### src/rtl/ecc_fix_pkg.sv
// Package: shared status type and a bit-count helper for the sector
// corrector. Assumes a 2-bit status encoding that is visible at the ports.
package ecc_fix_pkg;

    typedef enum logic [1:0] {
        ST_CLEAN  = 2'b00,
        ST_FIXED  = 2'b01,
        ST_UNCORR = 2'b10
    } fix_status_t;

    // Count the ones in a 24-bit vector.
    function automatic logic [4:0] ones24(input logic [23:0] v);
        logic [4:0] n;
        n = '0;
        for (int i = 0; i < 24; i++) begin
            n = n + {4'd0, v[i]};
        end
        return n;
    endfunction

endpackage

### src/rtl/ecc_parity_reorder.sv
// Module: maps a packed 24-bit parity code into syndrome order.
// Even parity term k goes to bit 2k and odd term k goes to bit 2k+1.
// Assumes the packed layout: terms 0..7 in the low two bytes (even, then
// odd), and terms 8..11 in the low (even) and high (odd) nibbles of the
// top byte. This layout only holds for PAR_W = 12.
module ecc_parity_reorder #(
    parameter int PAR_W = 12
) (
    input  logic [2*PAR_W-1:0] packed_code,
    output logic [2*PAR_W-1:0] ordered
);
    localparam int LOW_TERMS = 8;

    for (genvar k = 0; k < PAR_W; k++) begin : g_term
        if (k < LOW_TERMS) begin : g_low
            assign ordered[2*k]   = packed_code[k];
            assign ordered[2*k+1] = packed_code[LOW_TERMS + k];
        end else begin : g_high
            assign ordered[2*k]   = packed_code[2*LOW_TERMS + (k - LOW_TERMS)];
            assign ordered[2*k+1] = packed_code[2*LOW_TERMS + 4 + (k - LOW_TERMS)];
        end
    end

endmodule

### src/rtl/ecc_syndrome_classify.sv
// Module: combinational classification of a stored/calculated code pair.
// It reorders both codes, XORs them into a syndrome, counts the ones and
// picks clean / corrected / uncorrectable. It also extracts the byte offset
// and the bit index from the odd syndrome positions.
// Assumes 24-bit codes (12 parity terms for a 512-byte sector).
module ecc_syndrome_classify
    import ecc_fix_pkg::*;
#(
    parameter int ADDR_W = 9,
    parameter int LANE_W = 3
) (
    input  logic [2*(ADDR_W+LANE_W)-1:0] stored_code,
    input  logic [2*(ADDR_W+LANE_W)-1:0] calc_code,
    output fix_status_t                  cls,
    output logic [ADDR_W-1:0]            byte_off,
    output logic [LANE_W-1:0]            bit_idx
);
    localparam int PAR_W  = ADDR_W + LANE_W;
    localparam int CODE_W = 2 * PAR_W;
    localparam int SINGLE = PAR_W;

    logic [CODE_W-1:0] ord [2];
    logic [CODE_W-1:0] syn;
    logic [4:0]        syn_ones;

    // Two identical reorder instances, one per code.
    for (genvar c = 0; c < 2; c++) begin : g_ord
        ecc_parity_reorder #(.PAR_W(PAR_W)) u_ord (
            .packed_code (c == 0 ? stored_code : calc_code),
            .ordered     (ord[c])
        );
    end

    assign syn      = ord[0] ^ ord[1];
    assign syn_ones = ones24(syn);

    // Byte offset and bit index come from the odd syndrome positions.
    for (genvar j = 0; j < LANE_W; j++) begin : g_bit
        assign bit_idx[j] = syn[2*j+1];
    end
    for (genvar j = 0; j < ADDR_W; j++) begin : g_byte
        assign byte_off[j] = syn[2*(j+LANE_W)+1];
    end

    // Order of decision: identical, single-bit pattern, erased sector, rest.
    always_comb begin
        if (stored_code == calc_code) begin
            cls = ST_CLEAN;
        end else if (syn_ones == 5'(SINGLE)) begin
            cls = ST_FIXED;
        end else if (&stored_code && ord[1] == '0) begin
            cls = ST_CLEAN;
        end else begin
            cls = ST_UNCORR;
        end
    end

endmodule

### src/rtl/ecc_fix_sequencer.sv
// Module: registers the classification on an accepted start. When USE_BUF
// is set and the sector can be repaired, it runs a read, modify and write
// of one byte in the sector buffer. Assumes buf_rdata is valid in the cycle
// after buf_rd_en. A start is accepted only in the idle state.
module ecc_fix_sequencer
    import ecc_fix_pkg::*;
#(
    parameter int ADDR_W  = 9,
    parameter int LANE_W  = 3,
    parameter bit USE_BUF = 1'b1
) (
    input  logic              clk,
    input  logic              rst_n,
    input  logic              start,
    input  fix_status_t       cls,
    input  logic [ADDR_W-1:0] byte_off,
    input  logic [LANE_W-1:0] bit_idx,
    output fix_status_t       status,
    output logic [ADDR_W-1:0] fix_byte,
    output logic [LANE_W-1:0] fix_bit,
    output logic              fix_valid,
    output logic              done,
    output logic              buf_rd_en,
    output logic              buf_wr_en,
    output logic [ADDR_W-1:0] buf_addr,
    output logic [7:0]        buf_wdata,
    input  logic [7:0]        buf_rdata
);
    localparam int LANES = 1 << LANE_W;

    typedef enum logic [1:0] {S_IDLE, S_READ, S_MERGE, S_WRITE} seq_t;

    seq_t             state;
    logic             accept;
    logic             busy;
    logic             rd_q, wr_q;
    logic [LANES-1:0] wdata_q;
    logic [LANES-1:0] flip_mask;

    assign busy      = (state != S_IDLE);
    assign accept    = start && !busy;
    assign flip_mask = LANES'(1) << fix_bit;

    // Result registers and the repair state machine.
    always_ff @(posedge clk) begin
        if (!rst_n) begin
            state     <= S_IDLE;
            status    <= ST_CLEAN;
            fix_byte  <= '0;
            fix_bit   <= '0;
            fix_valid <= 1'b0;
            done      <= 1'b0;
            rd_q      <= 1'b0;
            wr_q      <= 1'b0;
            wdata_q   <= '0;
        end else begin
            fix_valid <= 1'b0;
            done      <= 1'b0;
            rd_q      <= 1'b0;
            wr_q      <= 1'b0;
            case (state)
                S_IDLE: begin
                    if (accept) begin
                        status    <= cls;
                        fix_valid <= (cls == ST_FIXED);
                        fix_byte  <= (cls == ST_FIXED) ? byte_off : '0;
                        fix_bit   <= (cls == ST_FIXED) ? bit_idx  : '0;
                        if (cls == ST_FIXED && USE_BUF) begin
                            rd_q  <= 1'b1;
                            state <= S_READ;
                        end else begin
                            done  <= 1'b1;
                        end
                    end
                end
                S_READ:  state <= S_MERGE;
                S_MERGE: begin
                    wdata_q <= buf_rdata ^ flip_mask;
                    wr_q    <= 1'b1;
                    done    <= 1'b1;
                    state   <= S_WRITE;
                end
                default: state <= S_IDLE;
            endcase
        end
    end

    // Either expose the buffer port or tie it off.
    if (USE_BUF) begin : g_buf
        assign buf_rd_en = rd_q;
        assign buf_wr_en = wr_q;
        assign buf_addr  = fix_byte;
        assign buf_wdata = wdata_q;
    end else begin : g_nobuf
        assign buf_rd_en = 1'b0;
        assign buf_wr_en = 1'b0;
        assign buf_addr  = '0;
        assign buf_wdata = '0;
    end

    // a correction pulse only accompanies a corrected status
    a_r2_valid_means_fixed: assert property (@(posedge clk) disable iff (!rst_n)
        fix_valid |-> status == ST_FIXED);

    // an accepted start finishes or starts a repair on the next cycle
    a_r1_answer_next_cycle: assert property (@(posedge clk) disable iff (!rst_n)
        accept |=> (done || buf_rd_en));

    // a read request is followed by a write two cycles later
    a_r7_read_then_write: assert property (@(posedge clk) disable iff (!rst_n)
        buf_rd_en |=> ##1 (buf_wr_en && done));

    // the written byte differs from the byte read in exactly one bit
    a_r7_single_flip: assert property (@(posedge clk) disable iff (!rst_n)
        buf_wr_en |-> $countones(buf_wdata ^ $past(buf_rdata)) == 1);

    // results hold steady while a repair is running
    a_r8_hold_while_busy: assert property (@(posedge clk) disable iff (!rst_n)
        busy |=> ($stable(status) && $stable(fix_byte) && $stable(fix_bit)));

endmodule

### src/rtl/ecc_sector_fixer.sv
// Module: top of the sector corrector. It joins the combinational
// classifier to the result and repair sequencer. Assumes 512-byte sectors
// and 24-bit codes. One sector is handled at a time.
module ecc_sector_fixer #(
    parameter int SECTOR_BYTES = 512,
    parameter bit USE_BUF      = 1'b1
) (
    input  logic        clk,
    input  logic        rst_n,
    input  logic        start,
    input  logic [23:0] stored_code,
    input  logic [23:0] calc_code,
    output logic [1:0]  status,
    output logic [8:0]  fix_byte,
    output logic [2:0]  fix_bit,
    output logic        fix_valid,
    output logic        done,
    output logic        buf_rd_en,
    output logic        buf_wr_en,
    output logic [8:0]  buf_addr,
    output logic [7:0]  buf_wdata,
    input  logic [7:0]  buf_rdata
);
    import ecc_fix_pkg::*;

    localparam int ADDR_W = $clog2(SECTOR_BYTES);
    localparam int LANE_W = 3;

    fix_status_t       cls;
    fix_status_t       status_q;
    logic [ADDR_W-1:0] byte_off;
    logic [LANE_W-1:0] bit_idx;

    ecc_syndrome_classify #(.ADDR_W(ADDR_W), .LANE_W(LANE_W)) u_cls (
        .stored_code (stored_code),
        .calc_code   (calc_code),
        .cls         (cls),
        .byte_off    (byte_off),
        .bit_idx     (bit_idx)
    );

    ecc_fix_sequencer #(.ADDR_W(ADDR_W), .LANE_W(LANE_W), .USE_BUF(USE_BUF)) u_seq (
        .clk       (clk),
        .rst_n     (rst_n),
        .start     (start),
        .cls       (cls),
        .byte_off  (byte_off),
        .bit_idx   (bit_idx),
        .status    (status_q),
        .fix_byte  (fix_byte),
        .fix_bit   (fix_bit),
        .fix_valid (fix_valid),
        .done      (done),
        .buf_rd_en (buf_rd_en),
        .buf_wr_en (buf_wr_en),
        .buf_addr  (buf_addr),
        .buf_wdata (buf_wdata),
        .buf_rdata (buf_rdata)
    );

    assign status = status_q;

    // the status code 2'b11 is never produced
    a_r4_status_legal: assert property (@(posedge clk) disable iff (!rst_n)
        status != 2'b11);

    // the buffer is never read and written in the same cycle
    a_r7_port_exclusive: assert property (@(posedge clk) disable iff (!rst_n)
        !(buf_rd_en && buf_wr_en));

endmodule

### config.mk
export PLATFORM = sky130hd
export DESIGN_NAME = ecc_sector_fixer
export DESIGN_NICKNAME = d
export VERILOG_FILES = /design/src/rtl/ecc_fix_pkg.sv /design/src/rtl/ecc_parity_reorder.sv /design/src/rtl/ecc_syndrome_classify.sv /design/src/rtl/ecc_fix_sequencer.sv /design/src/rtl/ecc_sector_fixer.sv
export SDC_FILE = /design/constraint.sdc
export NUM_CORES = 1
export LEC_CHECK = 0
export BUFFER_PORTS_ARGS = -buffer_cell sky130_fd_sc_hd__buf_2
export CORE_MARGIN = 2
export CORE_UTILIZATION = 45
export CTS_BUF_LIST = sky130_fd_sc_hd__clkbuf_4
export DETAILED_ROUTE_END_ITERATION = 10
export PLACE_DENSITY = 0.77
export SYNTH_ARGS = -nofsm -noshare
export SYNTH_HDL_FRONTEND = slang
export SYNTH_HIERARCHICAL = 1
export SYNTH_SLANG_ARGS = --single-unit
### constraint.sdc
create_clock -name clk -period 5.9 [get_ports clk]
set_clock_uncertainty 0.2 [all_clocks]
set_input_delay 0.885 -clock clk [delete_from_list [all_inputs] [get_ports clk]]
set_output_delay 0.885 -clock clk [all_outputs]
set_load 0.02 [all_outputs]
==> results.cfg, run 1 <==
[yosys]
synthTopCellsByArea = dfxtp_1 20%, buf_4 17%, fa_1 13%
async_reset_ff_share_pct = 0
synth-edff-count = 0
netlist_area_um2 = 2680
synthFlopType = dfxtp_1
ys_seq_area_share_pct = 20.2
yosysTopAreaCellShare_pct = 20.2
synth_nets = 373
synth.most_common_cell = buf_4
avgSynthCellArea_um2 = 9.26
yosys.cell_types.count = 42
synth_top_cell_by_area = dfxtp_1
ys_seq_elements = 27
synthTopCellsByCount = 60 x buf_4, 30 x xor2_1, 27 x dfxtp_1, 26 x xnor2_1, 23 x inv_1
ys.warnings.count = 6
syn_inst = 289

[cts]
htreeDepth = 1
cts_tree = yes
clock_latency_ns = 0.32
clkTransAtPathRegs_ns = 0.13
clockBufferDepth = 2
cts-buffers-inserted = 3
cts_sinks = 27
cts_root_buf = clkbuf_4

[power_and_ir_drop]
power_density_nw_per_um2 = 391
ir_drop_v = 0.000254
seq_power_share_pct = 17.2
power_mw = 1.21
clkPwrFrac_pct = 7.0
switching_share_pct = 43.0
intPower_mw = 0.689
switchingPower_mw = 0.520
comb_power_share_pct = 75.9
cellLeakagePower_nw = 1.49

[worst_setup_path]
crit_required_ns = 5.96
reg2reg_slack_ns = 4.26
critPathMaxStageDelay_ns = 0.52
crit_chain = buf_2 > xor2_2 > inv_1 > fa_1 > inv_1 > fa_1 > inv_1 > fa_1 > fa_1 > inv_1 > fa_1 > ha_2 > fa_2 > nand2b_1 > o21ai_1 > a21boi_2 > and3_4 > a211oi_4 > nor2b_4 > buf_4 > a21boi_0 > mux2i_1
arrival_ns = 5.80
startpoint_type = input port
crit_type = input port to flip-flop
crit_slowest_cell = fa_1
worst_setup_path_end_kind = flip-flop
crit_top_cell = fa_1
critPathMaxFanout = 3
crit_family = adder cells
path_buf_inv = 6

[cells_and_area]
multi_input_area_um2 = 1640
drive_above_1_share_pct = 43.1
syn2layout_area_growth_pct = 15.5
seq_area_um2 = 541
fillers = 534
num_antenna_cells = 0
nets = 438

[timing]
tightestPinTransition_ns = 0.580
final.min_clock_period_ns = 5.73
finalMaxSlewViolations = 0
hold_violations = 0
setup_viol = 0
max-slew-margin-rel_pct = 61.0
tns_ns = 0
max_freq_mhz = 174
fin_crit_sh_pct = 97.2

[hold_path]
min_path_type = flip-flop to flip-flop

[floorplanning]
ios = 94
rows = 28
die_w_um = 81.1
core_um2 = 5850
start_util_pct = 45.8
die_h_um = 81.1
dieArea_um2 = 6580

[job]
maxCapViolations = 0

[drt]
wl_per_cell_um = 14.5
ant_nets = 0
drt_iter0_drc = 138
viasPerCell = 4.99
dr.pass1.iters = 4
finalWirelength_um = 6200
drc = 0
vias = 2136

[run_status]
status = finished clean

[global_routing]
grt_max_degree = 20
grt_pass1_wl_um = 9290
grt.total_usage_pct = 18.0
grt_pass1_vias = 2035
grt-ovfl-total = 0
antenna_found_initial = 0

[placement]
hpwl_um = 5090
gp_congestion = 0.908
portBuffers = 93
cell families (layout without fill, tap and decap cells):
family                     Yosys count  after routing  synth area share [%]
and+or+nand+nor                     51             52                  12.9
buffers and inverters               89            152                  21.8
adders and majority gates           25             25                  16.4
AOI/OAI and AO/OA                   40             40                  9.95
xor gates and xnor gates            56             56                  18.3
DFF                                 27             27                  20.2
muxes                                1              1                 0.374
worst paths after layout:
kind,start,end,depth (start not counted)
worst max-delay path,calc_code[21],u_seq/state[1],22
worst min-delay path,u_seq/status[0],u_seq/status[0],2
worst max register to register,u_seq/state[0],u_seq/buf_addr[4],5
worst min register to register,u_seq/status[0],u_seq/status[0],2
metrics by stage:
| step | instances | hold slack [ns] | util, % | worst slack [ns] | instance area, um2 |
|---|---|---|---|---|---|
| 2_1_floorplan | 289 | 0.255 | - | 0.0321 | 2690 |
| 3_3_place_gp | 423 | 0.263 | 51.1 | -0.0656 | 2990 |
| 3_5_place_dp | 423 | 0.272 | 51.1 | -0.196 | 2990 |
| 4_1_cts | 427 | 0.291 | 51.6 | 0.134 | 3020 |
| 5_1_grt | 428 | 0.329 | 52.9 | -0.00989 | 3090 |
| 6_report | 428 | 0.284 | 52.9 | 0.166 | 3090 |
registers in the layout (all words and copies together) (netlist names):
signal	cells
u_seq/buf_wr_en	1
u_seq/done	1
u_seq/fix_bit	3
u_seq/state	2
u_seq/buf_wdata	8
u_seq/fix_valid	1
u_seq/buf_addr	9
u_seq/status	2
power by group through the flow:
| stage | Combinational, mW | Sequential, mW | Clock, mW |
|---|---|---|---|
| floorplan | 0.620 | 0.224 | 0 |
| global placement | 0.799 | 0.211 | 0 |
| detailed placement | 0.836 | 0.211 | 0 |
| CTS | 0.845 | 0.208 | 0.0878 |
| global route | 1.05 | 0.209 | 0.0934 |
| finish | 0.918 | 0.207 | 0.0841 |
tightest hold or removal path: stages (launching register included):
cell,delay [ns]
dfxtp_1,0.34
nand2_1,0.05
a21boi_0,0.07
layer usage:
| metal | vias to the layer above | part of all wire (%) | track usage [%] |
|---|---|---|---|
| met5 | - | 0 | 0 |
| met4 | 0 | 2.0 | 3.05 |
| met3 | 10 | 6.0 | 2.67 |
| met2 | 78 | 51 | 32.8 |
| met1 | 1014 | 41 | 22.9 |
| li1 | 1034 | - | - |
placed cells by master, fill, tap and decap left out, drive strengths merged, types with 2 or more instances in the layout:
| cell type | count |
|---|---|
| fa | 17 |
| a22o | 12 |
| nor3 | 4 |
| nand2b | 2 |
| xnor2 | 26 |
| nor2 | 2 |
| buf | 125 |
| xor2 | 30 |
| inv | 23 |
| clkbuf | 4 |
| nand3b | 3 |
| nor4 | 11 |
| nor2b | 2 |
| o21ai | 10 |
| a21boi | 4 |
| nor3b | 3 |
| ha | 8 |
| dfxtp | 27 |
| nand4 | 9 |
| nand3 | 3 |
| nand2 | 6 |
| a21oi | 10 |
| and4 | 2 |
| and2 | 2 |
area by class of cell:
cell class	instances	area share, %
Clock buffer	4	0.971
Inverter	23	2.79
Multi-Input combinational cell	174	52.9
Sequential cell	27	17.5
Tap cell	75	3.03
Timing Repair Buffer	125	22.8
what timing repair did:
| action | CTS | global route |
|---|---|---|
| hold buffers | 0 | 0 |
| endpoints found under the hold margin | 0 | 0 |
| setup endpoints to repair | 0 | 15 |
| resized for setup | 0 | 11 |
| setup buffers | 0 | 0 |
Power figures use the tool's default switching activity.
==> run 2, diff against run 1 <==
--- a/config.mk
+++ b/config.mk
@@ -7,10 +7,10 @@
 export LEC_CHECK = 0
 export BUFFER_PORTS_ARGS = -buffer_cell sky130_fd_sc_hd__buf_2
 export CORE_MARGIN = 2
-export CORE_UTILIZATION = 45
+export CORE_UTILIZATION = 47
 export CTS_BUF_LIST = sky130_fd_sc_hd__clkbuf_4
 export DETAILED_ROUTE_END_ITERATION = 10
-export PLACE_DENSITY = 0.77
+export PLACE_DENSITY = 0.8
 export SYNTH_ARGS = -nofsm -noshare
 export SYNTH_HDL_FRONTEND = slang
 export SYNTH_HIERARCHICAL = 1
==> results.cfg, run 2 (synthesized netlist as in run 1, its figures left out) <==
[timing]
max_freq_mhz = 174
tns_ns = 0
whs_ns = 0.276
final.min_clock_period_ns = 5.76
hold_violations = 0
max-slew-margin-rel_pct = 63.7
setup_viol = 0
tightestPinTransition_ns = 0.544
fin_crit_sh_pct = 97.6
finalMaxSlewViolations = 0
rsz0062_at_grt = true

[global_routing]
grt_max_degree = 20
grt_pass1_vias = 2103
grt.total_usage_pct = 18.9
grt_pass1_wl_um = 9470
antenna_found_initial = 0
grt-ovfl-total = 0

[power_and_ir_drop]
power_density_nw_per_um2 = 379
switchingPower_mw = 0.504
comb_power_share_pct = 75.0
seq_power_share_pct = 18.0
ir_drop_v = 0.000250
clkPwrFrac_pct = 7.0
cellLeakagePower_nw = 1.47
intPower_mw = 0.647
switching_share_pct = 43.8

[hold_path]
hold_end = u_seq/status[0]
hp-start = u_seq/status[0]
min_path_type = flip-flop to flip-flop
hold_depth = 2

[cells_and_area]
nets = 437
mostFrequentLayoutCell = buf_2
seq_area_um2 = 541
syn2layout_area_growth_pct = 13.5
drive_above_1_share_pct = 41.5
fillers = 501
num_antenna_cells = 0
multi_input_area_um2 = 1590
largest_reg_flops = 9
design_area_um2 = 3040
layout_common_cells = 93 x buf_2, 31 x buf_4, 29 x xor2_1

[worst_setup_path]
worst_setup_path_end_kind = flip-flop
crit_type = input port to flip-flop
r2r_end = u_seq/fix_bit[2]
crit_required_ns = 5.97
critPathMaxFanout = 7
startpoint_type = input port
reg2reg_slack_ns = 4.27
r2r-start = u_seq/state[0]
rr_worst_depth = 5
arrival_ns = 5.83

[cts]
clkTransAtPathRegs_ns = 0.15
cts_sinks = 27
clock_latency_ns = 0.34
cts-buffers-inserted = 3
cts_root_buf = clkbuf_4
htreeDepth = 1
cts_tree = yes
clockBufferDepth = 2

[drt]
wl_per_cell_um = 14.5
drc = 0
dr.pass1.iters = 4
finalWirelength_um = 6150
vias = 2156
drt_iter0_drc = 91
viasPerCell = 5.08
ant_nets = 0

[floorplanning]
start_util_pct = 48.6
ios = 94
rows = 27
dieArea_um2 = 6320
die_h_um = 79.5
core_um2 = 5510
die_w_um = 79.5

[run_status]
status = finished clean

[job]
maxCapViolations = 0

[placement]
hpwl_um = 5120
place_area_um2 = 2980
portBuffers = 93
gp_congestion = 0.976
## run 2: worst max path at each step
stage	start	end	slack, ns	cells after the start
after floorplan	calc_code[21]	u_seq/buf_addr[0]	0.03	22
after global placement	stored_code[14]	u_seq/buf_addr[3]	-0.07	17
after detailed placement	calc_code[21]	u_seq/fix_bit[2]	-0.23	19
after CTS	calc_code[21]	u_seq/buf_addr[5]	0.11	19
after global routing	calc_code[21]	u_seq/fix_bit[2]	-0.08	21
final	calc_code[21]	u_seq/fix_bit[2]	0.14	19
## run 2: metal layers
metal	vias to the layer above	track usage, %	wire length (um)
met5	-	0	0
met1	1027	22.6	2450
met2	80	34.6	3220
li1	1035	-	-
met3	14	3.17	353
met4	0	5.17	127
## run 2: per-stage QoR
stage | setup WS (ns) | std cells | util (%) | power, mW
2_1_floorplan | 0.0321 | 289 | - | 0.844
3_3_place_gp | -0.0700 | 419 | 54.1 | 1.01
3_5_place_dp | -0.232 | 419 | 54.1 | 1.07
4_1_cts | 0.112 | 423 | 54.6 | 1.15
5_1_grt | -0.0759 | 424 | 55.2 | 1.29
6_report | 0.142 | 424 | 55.2 | 1.15
## run 2: power groups by stage
stage / combinational (mW) / clock, mW / sequential (mW)
3_3_place_gp: 0.799 / 0 / 0.211
2_1_floorplan: 0.620 / 0 / 0.224
4_1_cts: 0.859 / 0.0834 / 0.208
3_5_place_dp: 0.855 / 0 / 0.211
5_1_grt: 0.991 / 0.0891 / 0.210
6_report: 0.863 / 0.0805 / 0.208
## run 2: critical path, cell delays in order
cell	delay (ns)
buf_2	0.11
xor2_1	0.20
inv_1	0.08
fa_1	0.48
inv_1	0.05
fa_1	0.50
inv_1	0.05
fa_1	0.47
fa_1	0.52
inv_1	0.06
fa_1	0.54
ha_2	0.20
fa_2	0.44
nor3_1	0.19
and3_1	0.21
nor2b_2	0.20
nor2b_4	0.19
and4_4	0.30
a22o_1	0.17
## run 2: repair_timing
| item | CTS | global route |
|---|---|---|
| setup endpoints to repair | 0 | 12 |
| hold buffers | 0 | 0 |
| resized for setup | 0 | 4 |
| buffers inserted | 0 | 0 |
| endpoints found under the hold margin | 0 | 0 |
## run 2: layout make-up
class / instances / area share (%)
Clock buffer: 3 / 0.741
Sequential cell: 27 / 17.8
Multi-Input combinational cell: 174 / 52.4
Inverter: 23 / 2.84
Clock inverter: 1 / 0.247
Timing Repair Buffer: 124 / 23.0
Tap cell: 72 / 2.97
